**src/rtl/ddr2_sched_pkg.sv**
```systemverilog
package ddr2_sched_pkg;
    localparam int NUM_BANKS = 4;
    localparam int AL_MAX    = 4;
    localparam int CL_MIN    = 3;
    localparam int CL_MAX    = 6;
    localparam int CFG_W     = 3;
    localparam int LAT_MAX   = AL_MAX + CL_MAX;
    localparam int LAT_W     = $clog2(LAT_MAX + 1);
    localparam int GAP_W     = 3;
    localparam int POS_W     = 2;
    localparam int BEAT_W    = POS_W + 1;

    typedef enum logic [1:0] {
        ST_IDLE,
        ST_WAIT,
        ST_RD,
        ST_WR
    } bus_state_e;
endpackage

```
**src/rtl/ddr2_bank_tracker.sv**
```systemverilog
module ddr2_bank_tracker #(
    parameter int NB = ddr2_sched_pkg::NUM_BANKS,
    localparam int BW = $clog2(NB)
) (
    input  logic          clk,
    input  logic          rst,
    input  logic          open_valid,
    input  logic [BW-1:0] open_id,
    input  logic          close_valid,
    input  logic [BW-1:0] close_id,
    output logic [NB-1:0] active
);
    for (genvar b = 0; b < NB; b++) begin : g_bank
        localparam logic [BW-1:0] ID = BW'(b);
        always_ff @(posedge clk) begin
            if (rst) begin
                active[b] <= 1'b0;
            end else if (close_valid && close_id == ID) begin
                active[b] <= 1'b0;
            end else if (open_valid && open_id == ID) begin
                active[b] <= 1'b1;
            end
        end
    end
endmodule

```
**src/rtl/ddr2_col_gate.sv**
```systemverilog
module ddr2_col_gate #(
    parameter int NB   = ddr2_sched_pkg::NUM_BANKS,
    parameter int GW   = ddr2_sched_pkg::GAP_W,
    localparam int BW  = $clog2(NB),
    localparam logic [GW-1:0] GAP_SAT = '1
) (
    input  logic          clk,
    input  logic          rst,
    input  logic          col_valid,
    input  logic          col_write,
    input  logic [BW-1:0] col_bank,
    input  logic [NB-1:0] bank_active,
    input  logic [GW-1:0] burst_clks,
    output logic          accept,
    output logic          drop_spacing,
    output logic          drop_bank,
    output logic          drop_turn
);
    logic [GW-1:0] gap_q;
    logic          last_rd_q;
    logic          too_soon;
    logic          collide;

    always_comb begin
        too_soon     = gap_q < burst_clks;
        collide      = col_write && last_rd_q && (gap_q == burst_clks);
        accept       = 1'b0;
        drop_spacing = 1'b0;
        drop_bank    = 1'b0;
        drop_turn    = 1'b0;
        if (col_valid) begin
            if (too_soon) begin
                drop_spacing = 1'b1;
            end else if (!bank_active[col_bank]) begin
                drop_bank = 1'b1;
            end else if (collide) begin
                drop_turn = 1'b1;
            end else begin
                accept = 1'b1;
            end
        end
    end

    always_ff @(posedge clk) begin
        if (rst) begin
            gap_q     <= GAP_SAT;
            last_rd_q <= 1'b0;
        end else if (accept) begin
            gap_q     <= GW'(1);
            last_rd_q <= !col_write;
        end else if (gap_q != GAP_SAT) begin
            gap_q <= gap_q + GW'(1);
        end
    end

    AST_ONE_OUTCOME: assert property (@(posedge clk) disable iff (rst)
        $countones({accept, drop_spacing, drop_bank, drop_turn}) == (col_valid ? 1 : 0));
    AST_MIN_SPACING: assert property (@(posedge clk) disable iff (rst)
        accept |=> !accept);
    AST_BANK_OPEN: assert property (@(posedge clk) disable iff (rst)
        accept |-> bank_active[col_bank]);
endmodule

```
**src/rtl/ddr2_lat_pipe.sv**
```systemverilog
module ddr2_lat_pipe #(
    parameter int LMAX = ddr2_sched_pkg::LAT_MAX,
    parameter int LW   = ddr2_sched_pkg::LAT_W,
    parameter int PW   = ddr2_sched_pkg::POS_W
) (
    input  logic          clk,
    input  logic          rst,
    input  logic          load,
    input  logic [LW-1:0] lat,
    input  logic [PW-1:0] last_pos,
    output logic          win_q,
    output logic          win_d,
    output logic [PW-1:0] pos_d,
    output logic          busy_d
);
    logic [LMAX-1:0] sr_q, sr_d;
    logic [PW-1:0]   cnt_q, cnt_d;

    always_comb begin
        sr_d = sr_q >> 1;
        if (load) begin
            sr_d[lat - LW'(1)] = 1'b1;
        end
        if (sr_q[0]) begin
            cnt_d = last_pos;
        end else if (cnt_q != '0) begin
            cnt_d = cnt_q - PW'(1);
        end else begin
            cnt_d = '0;
        end
        win_q  = sr_q[0] || (cnt_q != '0);
        win_d  = sr_d[0] || (cnt_d != '0);
        pos_d  = sr_d[0] ? '0 : PW'(last_pos - cnt_d + PW'(1));
        busy_d = (|sr_d) || (cnt_d != '0);
    end

    always_ff @(posedge clk) begin
        if (rst) begin
            sr_q  <= '0;
            cnt_q <= '0;
        end else begin
            sr_q  <= sr_d;
            cnt_q <= cnt_d;
        end
    end

    AST_NO_SELF_OVERLAP: assert property (@(posedge clk) disable iff (rst)
        sr_q[0] |-> (cnt_q == '0));
    AST_WINDOW_STARTS_AT_ZERO: assert property (@(posedge clk) disable iff (rst)
        (!win_q && win_d) |-> (pos_d == '0));
endmodule

```
**src/rtl/ddr2_burst_window_sched.sv**
```systemverilog
module ddr2_burst_window_sched
    import ddr2_sched_pkg::*;
#(
    parameter int NB = NUM_BANKS,
    localparam int BW = $clog2(NB)
) (
    input  logic              clk,
    input  logic              rst,
    input  logic [CFG_W-1:0]  cfg_al,
    input  logic [CFG_W-1:0]  cfg_cl,
    input  logic              cfg_bl8,
    input  logic              bank_open_valid,
    input  logic [BW-1:0]     bank_open_id,
    input  logic              bank_close_valid,
    input  logic [BW-1:0]     bank_close_id,
    input  logic              col_valid,
    input  logic              col_write,
    input  logic [BW-1:0]     col_bank,
    output logic              col_accept,
    output logic              col_drop_spacing,
    output logic              col_drop_bank,
    output logic              col_drop_turn,
    output logic              rd_valid,
    output logic              wr_drive,
    output logic [BEAT_W-1:0] beat_idx
);
    bus_state_e state_q, state_d;

    logic [CFG_W-1:0] al_h, cl_h, al_e, cl_e, al_c, cl_c;
    logic             bl8_h, bl8_e;
    logic [LAT_W-1:0] rl;
    logic [GAP_W-1:0] burst_clks;
    logic [POS_W-1:0] last_pos;
    logic [NB-1:0]    bank_active;
    logic [1:0]       win_q_a, win_d_a, busy_d_a;
    logic [POS_W-1:0] pos_d_a [2];
    logic [BEAT_W-1:0] beat_q;

    // configuration: live while idle, held otherwise
    always_comb begin
        if (state_q == ST_IDLE) begin
            al_e  = cfg_al;
            cl_e  = cfg_cl;
            bl8_e = cfg_bl8;
        end else begin
            al_e  = al_h;
            cl_e  = cl_h;
            bl8_e = bl8_h;
        end
        al_c = (al_e > CFG_W'(AL_MAX)) ? CFG_W'(AL_MAX) : al_e;
        if (cl_e < CFG_W'(CL_MIN)) begin
            cl_c = CFG_W'(CL_MIN);
        end else if (cl_e > CFG_W'(CL_MAX)) begin
            cl_c = CFG_W'(CL_MAX);
        end else begin
            cl_c = cl_e;
        end
        rl         = LAT_W'(al_c) + LAT_W'(cl_c);
        burst_clks = bl8_e ? GAP_W'(4) : GAP_W'(2);
        last_pos   = bl8_e ? POS_W'(3) : POS_W'(1);
    end

    always_ff @(posedge clk) begin
        if (rst) begin
            al_h  <= '0;
            cl_h  <= CFG_W'(CL_MIN);
            bl8_h <= 1'b0;
        end else begin
            al_h  <= al_e;
            cl_h  <= cl_e;
            bl8_h <= bl8_e;
        end
    end

    ddr2_bank_tracker #(.NB(NB)) u_banks (
        .clk         (clk),
        .rst         (rst),
        .open_valid  (bank_open_valid),
        .open_id     (bank_open_id),
        .close_valid (bank_close_valid),
        .close_id    (bank_close_id),
        .active      (bank_active)
    );

    ddr2_col_gate #(.NB(NB), .GW(GAP_W)) u_gate (
        .clk          (clk),
        .rst          (rst),
        .col_valid    (col_valid),
        .col_write    (col_write),
        .col_bank     (col_bank),
        .bank_active  (bank_active),
        .burst_clks   (burst_clks),
        .accept       (col_accept),
        .drop_spacing (col_drop_spacing),
        .drop_bank    (col_drop_bank),
        .drop_turn    (col_drop_turn)
    );

    // index 0: read pipeline (RL), index 1: write pipeline (RL-1)
    for (genvar g = 0; g < 2; g++) begin : g_dir
        localparam logic IS_WR = (g == 1);
        logic             load;
        logic [LAT_W-1:0] lat;
        assign load = col_accept && (col_write == IS_WR);
        assign lat  = IS_WR ? (rl - LAT_W'(1)) : rl;
        ddr2_lat_pipe #(.LMAX(LAT_MAX), .LW(LAT_W), .PW(POS_W)) u_pipe (
            .clk      (clk),
            .rst      (rst),
            .load     (load),
            .lat      (lat),
            .last_pos (last_pos),
            .win_q    (win_q_a[g]),
            .win_d    (win_d_a[g]),
            .pos_d    (pos_d_a[g]),
            .busy_d   (busy_d_a[g])
        );
    end

    // next-state decision
    always_comb begin
        if (win_d_a[1]) begin
            state_d = ST_WR;
        end else if (win_d_a[0]) begin
            state_d = ST_RD;
        end else if (|busy_d_a) begin
            state_d = ST_WAIT;
        end else begin
            state_d = ST_IDLE;
        end
    end

    // state register and beat index register
    always_ff @(posedge clk) begin
        if (rst) begin
            state_q <= ST_IDLE;
            beat_q  <= '0;
        end else begin
            state_q <= state_d;
            if (win_d_a[1]) begin
                beat_q <= {pos_d_a[1], 1'b0};
            end else if (win_d_a[0]) begin
                beat_q <= {pos_d_a[0], 1'b0};
            end else begin
                beat_q <= '0;
            end
        end
    end

    // outputs from state
    always_comb begin
        rd_valid = 1'b0;
        wr_drive = 1'b0;
        unique case (state_q)
            ST_IDLE: ;
            ST_WAIT: ;
            ST_RD:   rd_valid = 1'b1;
            ST_WR:   wr_drive = 1'b1;
        endcase
        beat_idx = beat_q;
    end

    AST_NO_BUS_OVERLAP: assert property (@(posedge clk) disable iff (rst)
        !(win_q_a[0] && win_q_a[1]));
    AST_READ_STATE_MATCHES_PIPE: assert property (@(posedge clk) disable iff (rst)
        rd_valid == win_q_a[0]);
    AST_WRITE_STATE_MATCHES_PIPE: assert property (@(posedge clk) disable iff (rst)
        wr_drive == win_q_a[1]);
endmodule

```
**config.mk**
```make
export PLATFORM = sky130hd
export DESIGN_NAME = ddr2_burst_window_sched
export DESIGN_NICKNAME = d
export VERILOG_FILES = /design/src/rtl/ddr2_sched_pkg.sv /design/src/rtl/ddr2_bank_tracker.sv /design/src/rtl/ddr2_col_gate.sv /design/src/rtl/ddr2_lat_pipe.sv /design/src/rtl/ddr2_burst_window_sched.sv
export SDC_FILE = /design/constraint.sdc
export NUM_CORES = 1
export LEC_CHECK = 0
export BUFFER_PORTS_ARGS = -buffer_cell sky130_fd_sc_hd__buf_2
export CAP_MARGIN = 20
export CORE_ASPECT_RATIO = 0.75
export CORE_MARGIN = 5
export CORE_UTILIZATION = 35
export CTS_CLUSTER_SIZE = 28
export DETAILED_ROUTE_END_ITERATION = 10
export GPL_TIMING_DRIVEN = 0
export PLACE_DENSITY = 0.54
export RECOVER_POWER = 100
export SYNTH_ARGS = -nofsm -noshare
export SYNTH_HDL_FRONTEND = slang
export SYNTH_SLANG_ARGS = --single-unit
```
**constraint.sdc**
```tcl
create_clock -name clk -period 2.96 [get_ports clk]
set_clock_uncertainty 0.1 [all_clocks]
set_input_delay 0 -clock clk [delete_from_list [all_inputs] [get_ports clk]]
set_output_delay 0 -clock clk [all_outputs]
set_load 0.005 [all_outputs]
```
* After elaboration in Yosys (flattened, before gate mapping) *
Index checks and enable logic that the tools add are counted.

word-level totals
  bits in registers = 44
  input port bits = 19
  output and inout port bits = 9
  word-level logic and storage cells = 129

cells by class
  $add $sub $neg = 10
  $lt $le $gt $ge = 9
  equal/unequal tests = 10
  multiplexer cells = 44
  bitwise gates (word level) = 3
  reduce and logical (&&, ||, !) cells = 36

operators with widths
  operator                                               count
  two-way mux 3 bit                                      10
  two-way mux 1 bit                                      20
  two-way mux 10 bit                                     2
  bitwise OR 9 x 10 -> 10 bit                            2
  OR reduction 10 bit                                    2
  two-way mux 2 bit                                      9
  logical AND 1 bit                                      14
  OR reduction 2 bit                                     7
  equality test 2 bit (second input constant)            6
  < comparator 4 x 5 -> 1 bit (second input constant)    2
  nonzero test 2 bit                                     5
  demux 1 bit (select 4 bit)                             2
  >= comparator 4 x 1 -> 1 bit (second input constant)   2
  subtractor 4 x 1 -> 4 bit (second input constant)      2
  greater-than comparator 3 bit (second input constant)  2
  logical NOT 2 bit                                      3
  adder 2 x 1 -> 2 bit (second input constant)           2
  adder 3 x 3 -> 4 bit                                   1
  equality test 2 x 1 -> 1 bit (second input constant)   2
  logical OR 1 bit                                       4
  subtractor 2 x 1 -> 2 bit (second input constant)      2
  subtractor 2 bit                                       2
  adder 3 x 1 -> 3 bit (second input constant)           1
  equality test 3 bit                                    1
  other kinds (7)                                        7

* Longest topological paths before layout *
  depth in word-level cells = 20
  mapped depth = 12
  depth with buffers taken out = 12

* Modules after synthesis *
From an unflattened synthesis, not the netlist that was laid out.

second synthesis, totals
  cell total of the unflattened synthesis = 260
  area, all modules = 2,289.7 sq um

modules (own cells, without submodules)
  module                           instances  cells each  area an instance (sq um)  seq. area each (sq um)
  ddr2_burst_window_sched          1          78          679.4                     220.2
  ddr2_lat_pipe (g_dir[1].u_pipe)  1          67          574.3                     240.2
  ddr2_lat_pipe (g_dir[0].u_pipe)  1          66          545.5                     240.2
  ddr2_col_gate                    1          33          319.1                     80.1
  ddr2_bank_tracker                1          16          171.4                     80.1

* Worst setup path after synthesis *
OpenSTA, ideal clock, no wires.

  path type = reg2reg
  from = register state_q[1]
  to = register beat_q[2], in the netlist beat_idx[2]
  setup time = 91 ps
  data arrival time = 3,092 ps
  data required time = 2,769 ps
  path slack = -323 ps
  cell stages (with the launch flop) = 13
  path buffers = 0
  period minus slack after synthesis = 3,283 ps
  cell sequence = dfxtp_1 -> nor2_2 -> mux2i_1 -> nand2b_1 -> ha_1 -> inv_1 -> ha_1 -> fa_1 -> nor2_1 -> and3_1 -> a311oi_4 -> a21oi_1 -> nor4bb_1

on the way
  word-level cells in the longest chain between the ends = 16
  elaborated cells on any way between the ends = 52
  those cells by class = add/sub: 7; order compare: 8; eq/ne: 1; mux: 24; bitwise: 2; reduce/logical: 10

ends and longest elaborated chain
  element                                                                                line                                                 text
  start: declaration                                                                     ddr2_burst_window_sched.sv:27                        bus_state_e state_q, state_d;
  start signal: assignment                                                               ddr2_burst_window_sched.sv:138                       state_q <= state_d;
  logical NOT 2 bit (*)                                                                  ddr2_burst_window_sched.sv:41                        if (state_q == ST_IDLE) begin
  two-way mux 3 bit                                                                      ddr2_burst_window_sched.sv:41
  greater-than comparator 3 bit                                                          ddr2_burst_window_sched.sv:53                        end else if (cl_e > CFG_W'(CL_MAX)) begin
  two-way mux 3 bit                                                                      ddr2_burst_window_sched.sv:53
  two-way mux 3 bit                                                                      ddr2_burst_window_sched.sv:51                        if (cl_e < CFG_W'(CL_MIN)) begin
  adder 3 x 3 -> 4 bit                                                                   ddr2_burst_window_sched.sv:58                        rl = LAT_W'(al_c) + LAT_W'(cl_c);
  subtractor 4 x 1 -> 4 bit                                                              ddr2_lat_pipe.sv:22, ddr2_burst_window_sched.sv:105
  subtractor 4 x 1 -> 4 bit, or another cell as far along                                ddr2_lat_pipe.sv:22                                  sr_d[lat - LW'(1)] = 1'b1;
  < comparator 4 x 5 -> 1 bit (implied by the code), or another cell as far along        ddr2_lat_pipe.sv:22
  logical AND 1 bit (implied by the code) or two-way mux 1 bit (tied branches)           ddr2_lat_pipe.sv:22
  two-way mux 1 bit (implied by the code) or demux 1 bit (select 4 bit) (tied branches)  n/a
  demux 1 bit (select 4 bit) or bitwise OR 9 x 10 -> 10 bit (tied branches)              n/a
  bitwise OR 9 x 10 -> 10 bit (no source line) or two-way mux 10 bit (tied branches)     n/a
  two-way mux 10 bit, or another cell as far along                                       ddr2_lat_pipe.sv:21                                  if (load) begin
  two-way mux 2 bit, or another cell as far along                                        ddr2_lat_pipe.sv:33                                  pos_d = sr_d[0] ? '0 : PW'(last_pos - cnt_d + PW'(1));
  two-way mux 3 bit (*)                                                                  ddr2_burst_window_sched.sv:139                       if (win_d_a[1]) begin
  end signal: assignment                                                                 ddr2_burst_window_sched.sv:140                       beat_q <= {pos_d_a[1], 1'b0};
  end signal: assignment                                                                 ddr2_burst_window_sched.sv:142                       beat_q <= {pos_d_a[0], 1'b0};
  end: declaration                                                                       ddr2_burst_window_sched.sv:37                        logic [BEAT_W-1:0] beat_q;

Every way passes the cells marked *; elsewhere a longest branch is shown, timed or not.
A chain may end at the register's enable or synchronous reset.

* Final worst setup path *
  from = register state_q[0]
  to = register beat_q[2], in the netlist beat_idx[2]

The elaborated chain is that of the path after synthesis.

==> qor.yml <==
outcome: "finished with violations"
violations: "setup timing"
ys_seq_area_frac: 0.443
finalPower_w: 0.00157
p_seq_frac: 0.405
placedInstanceArea_um2: 2200
crit_fanout: 7
synthMostInstantiatedCell: "dfxtp_1"
globalplace.congestion: 0.797
initial_core_util: 0.363
fin_area_um2: 2760
ant_nets: 0
synth.top_cells.by_area: "dfxtp_1 (44%), nor2_1 (7.0%), a31oi_1 (6.8%)"
path_clk_slew_ns: 0.08
power_frac_comb: 0.316
min_period_ns: 3.17
use_met2: 0.214
stdcell_count: 345
finalHoldViolCount: 0
p_sw_w: 0.000471
worst_slack_ns: -0.210
clock_sinks: 43
cap_violations: 0
worstMarginPinSlew_ns: 0.551
grt.busiest_layer: "met2"
synth_top_area_share: 0.443
pwr-share-clk: 0.279
synth_cells: 208
cts.htree.levels: 2
synth_edf_count: 0
place_hpwl_um: 3310
grt_max_degree: 13
ys.flop_type: "dfxtp_1"
routed_via_density: 5.02
ys_ff_latch: 43
arrival_ns: 3.27
rsz0062_at_grt: "yes"
drc: 0
start_kind: "register"
track_usage: 0.143
synth_area_um2: 1940
setup_violations: 4
cts_buffers: 5
synth_largest_area_cell: "dfxtp_1"
synth_cell_types: 43
cts_tree: "built"
synthTopCellsByCount: "dfxtp_1 (43), nor2_1 (36), a31oi_1 (21), inv_1 (12), nor2b_1 (11)"
grt_util_met3: 0.0364
ios: 28
switching_share: 0.300
wl_per_cell_um: 14.1
antenna_found_initial: 0
internal_power_w: 0.00110
power_density_nw_per_um2: 569
grt_pass1_wl_um: 7720
overflow: 0
clock_latency_ns: 0.29
core_um2: 5350
die_x_um: 96.0
synth_nets: 236
peakVddDrop_mv: 0.385
die_area_um2: 7160
drive_gt1_frac: 0.289
num_rows: 23
p_leak_nw: 1.11
antennaDiodeCount: 0
firstDrtPassIters: 4
min_path_type: "in2reg"
slew_violations: 0
grt_pass1_vias: 1611
endpoint_kind: "register"
wl_um: 4880
area_growth_pct: 42.1
io_buffers: 26
post-route-period-util: 1.07
die_h_um: 74.5
async_reset_ff_frac: 0
clock_path_buffers: 2
yosysWarnings: 0
grt_use_met1: 0.200
critical_path_class: "reg2reg"
worstPathRequired_ns: 3.06
drt_iter0_markers: 71
slew_headroom: 0.633
nets: 298
dp_slack_ns: -0.429
post-place-cells: 309
cts_root_buffer: "clkbuf_8"
num_vias: 1733
clock.fmax_ghz: 0.315
syn_avg_cell_area_um2: 9.34
==> per-stage QoR <==
step                      hold WS (ns)  TNS (ns)   util
after floorplan                -0.0200    -0.117      -
after global placement           0.125     -4.37  0.411
after detailed placement         0.122     -4.72  0.411
after CTS                       0.0129    -0.805  0.478
after global routing            0.0335     -1.56  0.516
final                           0.0220    -0.489  0.516
==> worst max-delay path, cell delays in order, from the launching register on <==
cell and delay, ns:
dfxtp_2 0.34, nor2_4 0.12, buf_12 0.14, mux2i_4 0.32, nor2b_4 0.07, ha_4 0.26
inv_2 0.03, ha_4 0.15, fa_2 0.62, nor2_4 0.05, and3_4 0.17, a311oi_4 0.31
a21oi_1 0.10, nor4bb_1 0.28
==> worst paths after layout <==
check                                     startpoint                            endpoint  slack, ns  cells past startpoint
hold / removal                             cfg_al[2]                  al_h[2]$_SDFF_PP0_       0.02                      4
hold reg to reg   g_dir[1].u_pipe.sr_q[3]$_SDFF_PP0_  g_dir[1].u_pipe.sr_q[2]$_SDFF_PP0_       0.38                      2
setup reg to reg               state_q[0]$_SDFF_PP0_              beat_idx[2]$_SDFF_PP0_      -0.21                     13
setup / recovery               state_q[0]$_SDFF_PP0_              beat_idx[2]$_SDFF_PP0_      -0.21                     13
==> registers in the layout (all words and copies together) (netlist names) <==
| name | cells |
|---|---|
| g_dir.u_pipe.cnt_q | 4 |
| cl_h | 3 |
| u_banks.active | 4 |
| state_q | 2 |
| u_gate.last_rd_q | 1 |
| al_h | 3 |
| beat_idx | 2 |
| u_gate.gap_q | 3 |
| g_dir.u_pipe.sr_q | 20 |
| bl8_h | 1 |
==> routing by layer <==
metal | share of wire | wire length (µm) | vias up
met4 | 0.010 | 49 | 0
li1 | - | - | 872
met5 | 0 | 0 | -
met2 | 0.44 | 2140 | 36
met1 | 0.49 | 2410 | 820
met3 | 0.057 | 279 | 5
==> power by group through the flow <==
stage	clock, W	sequential [W]	combinational, W
4_1_cts	0.000451	0.000637	0.000425
2_1_floorplan	0	0.000642	0.000284
3_3_place_gp	0	0.000648	0.000371
6_report	0.000439	0.000637	0.000497
3_5_place_dp	0	0.000650	0.000378
5_1_grt	0.000473	0.000641	0.000544
==> cell type report <==
| type | instances | area [µm²] |
|---|---|---|
| plain buffers | 6 | 33.8 |
| clock buffers | 6 | 72.6 |
| clock inverters | 1 | 30.0 |
| fillers | 516 | 2590 |
| inverters | 12 | 45.0 |
| multi-input cells | 147 | 1210 |
| flip-flops and latches | 43 | 863 |
| well taps | 75 | 93.8 |
| repair buffers | 55 | 415 |
==> cell families after synthesis <==
kind of cell	synth area share
AOI/OAI and AO/OA	0.174
xor gates and xnor gates	0.0135
adders and majority gates	0.0618
buffers and inverters	0.0373
DFF	0.443
muxes	0.0528
other	0.00193
and+or+nand+nor	0.216
==> cell usage in the layout (no fill, tap or decap), types with 2 or more instances in the layout <==
| cell type | n |
|---|---|
| dfxtp_1 | 41 |
| nor2_1 | 35 |
| buf_2 | 25 |
| a31oi_1 | 21 |
| dlygate4sd3_1 | 15 |
| inv_1 | 11 |
| nor2b_1 | 9 |
| buf_4 | 9 |
| buf_6 | 6 |
| clkbuf_1 | 5 |
| nand2_1 | 5 |
| ha_1 | 5 |
| clkbuf_8 | 5 |
| nor4_1 | 4 |
| nor2_4 | 3 |
| mux2i_4 | 3 |
| nor3b_1 | 3 |
| mux2i_1 | 3 |
| and2_1 | 3 |
| nor3_1 | 3 |
| a311oi_1 | 3 |
| a21oi_1 | 3 |
| a41oi_1 | 3 |
| ha_4 | 3 |
| mux2i_2 | 2 |
| nand2b_4 | 2 |
| a311oi_4 | 2 |
| nor2b_4 | 2 |
| nand4_1 | 2 |
| o21ai_0 | 2 |
| o21bai_1 | 2 |
| nand2b_1 | 2 |
| a41oi_2 | 2 |
| nor4bb_1 | 2 |
| dfxtp_2 | 2 |
==> repair_timing <==
item | CTS | global route
gates resized for setup | 5 | 31
hold buffers | 14 | 1
endpoints found under the setup margin | 21 | 19
gates cloned | 0 | 1
pin swaps | 7 | 13
hold endpoints to repair | 13 | 1
buffers inserted | 10 | 3
No activity file was read; power rests on OpenSTA's default activity.
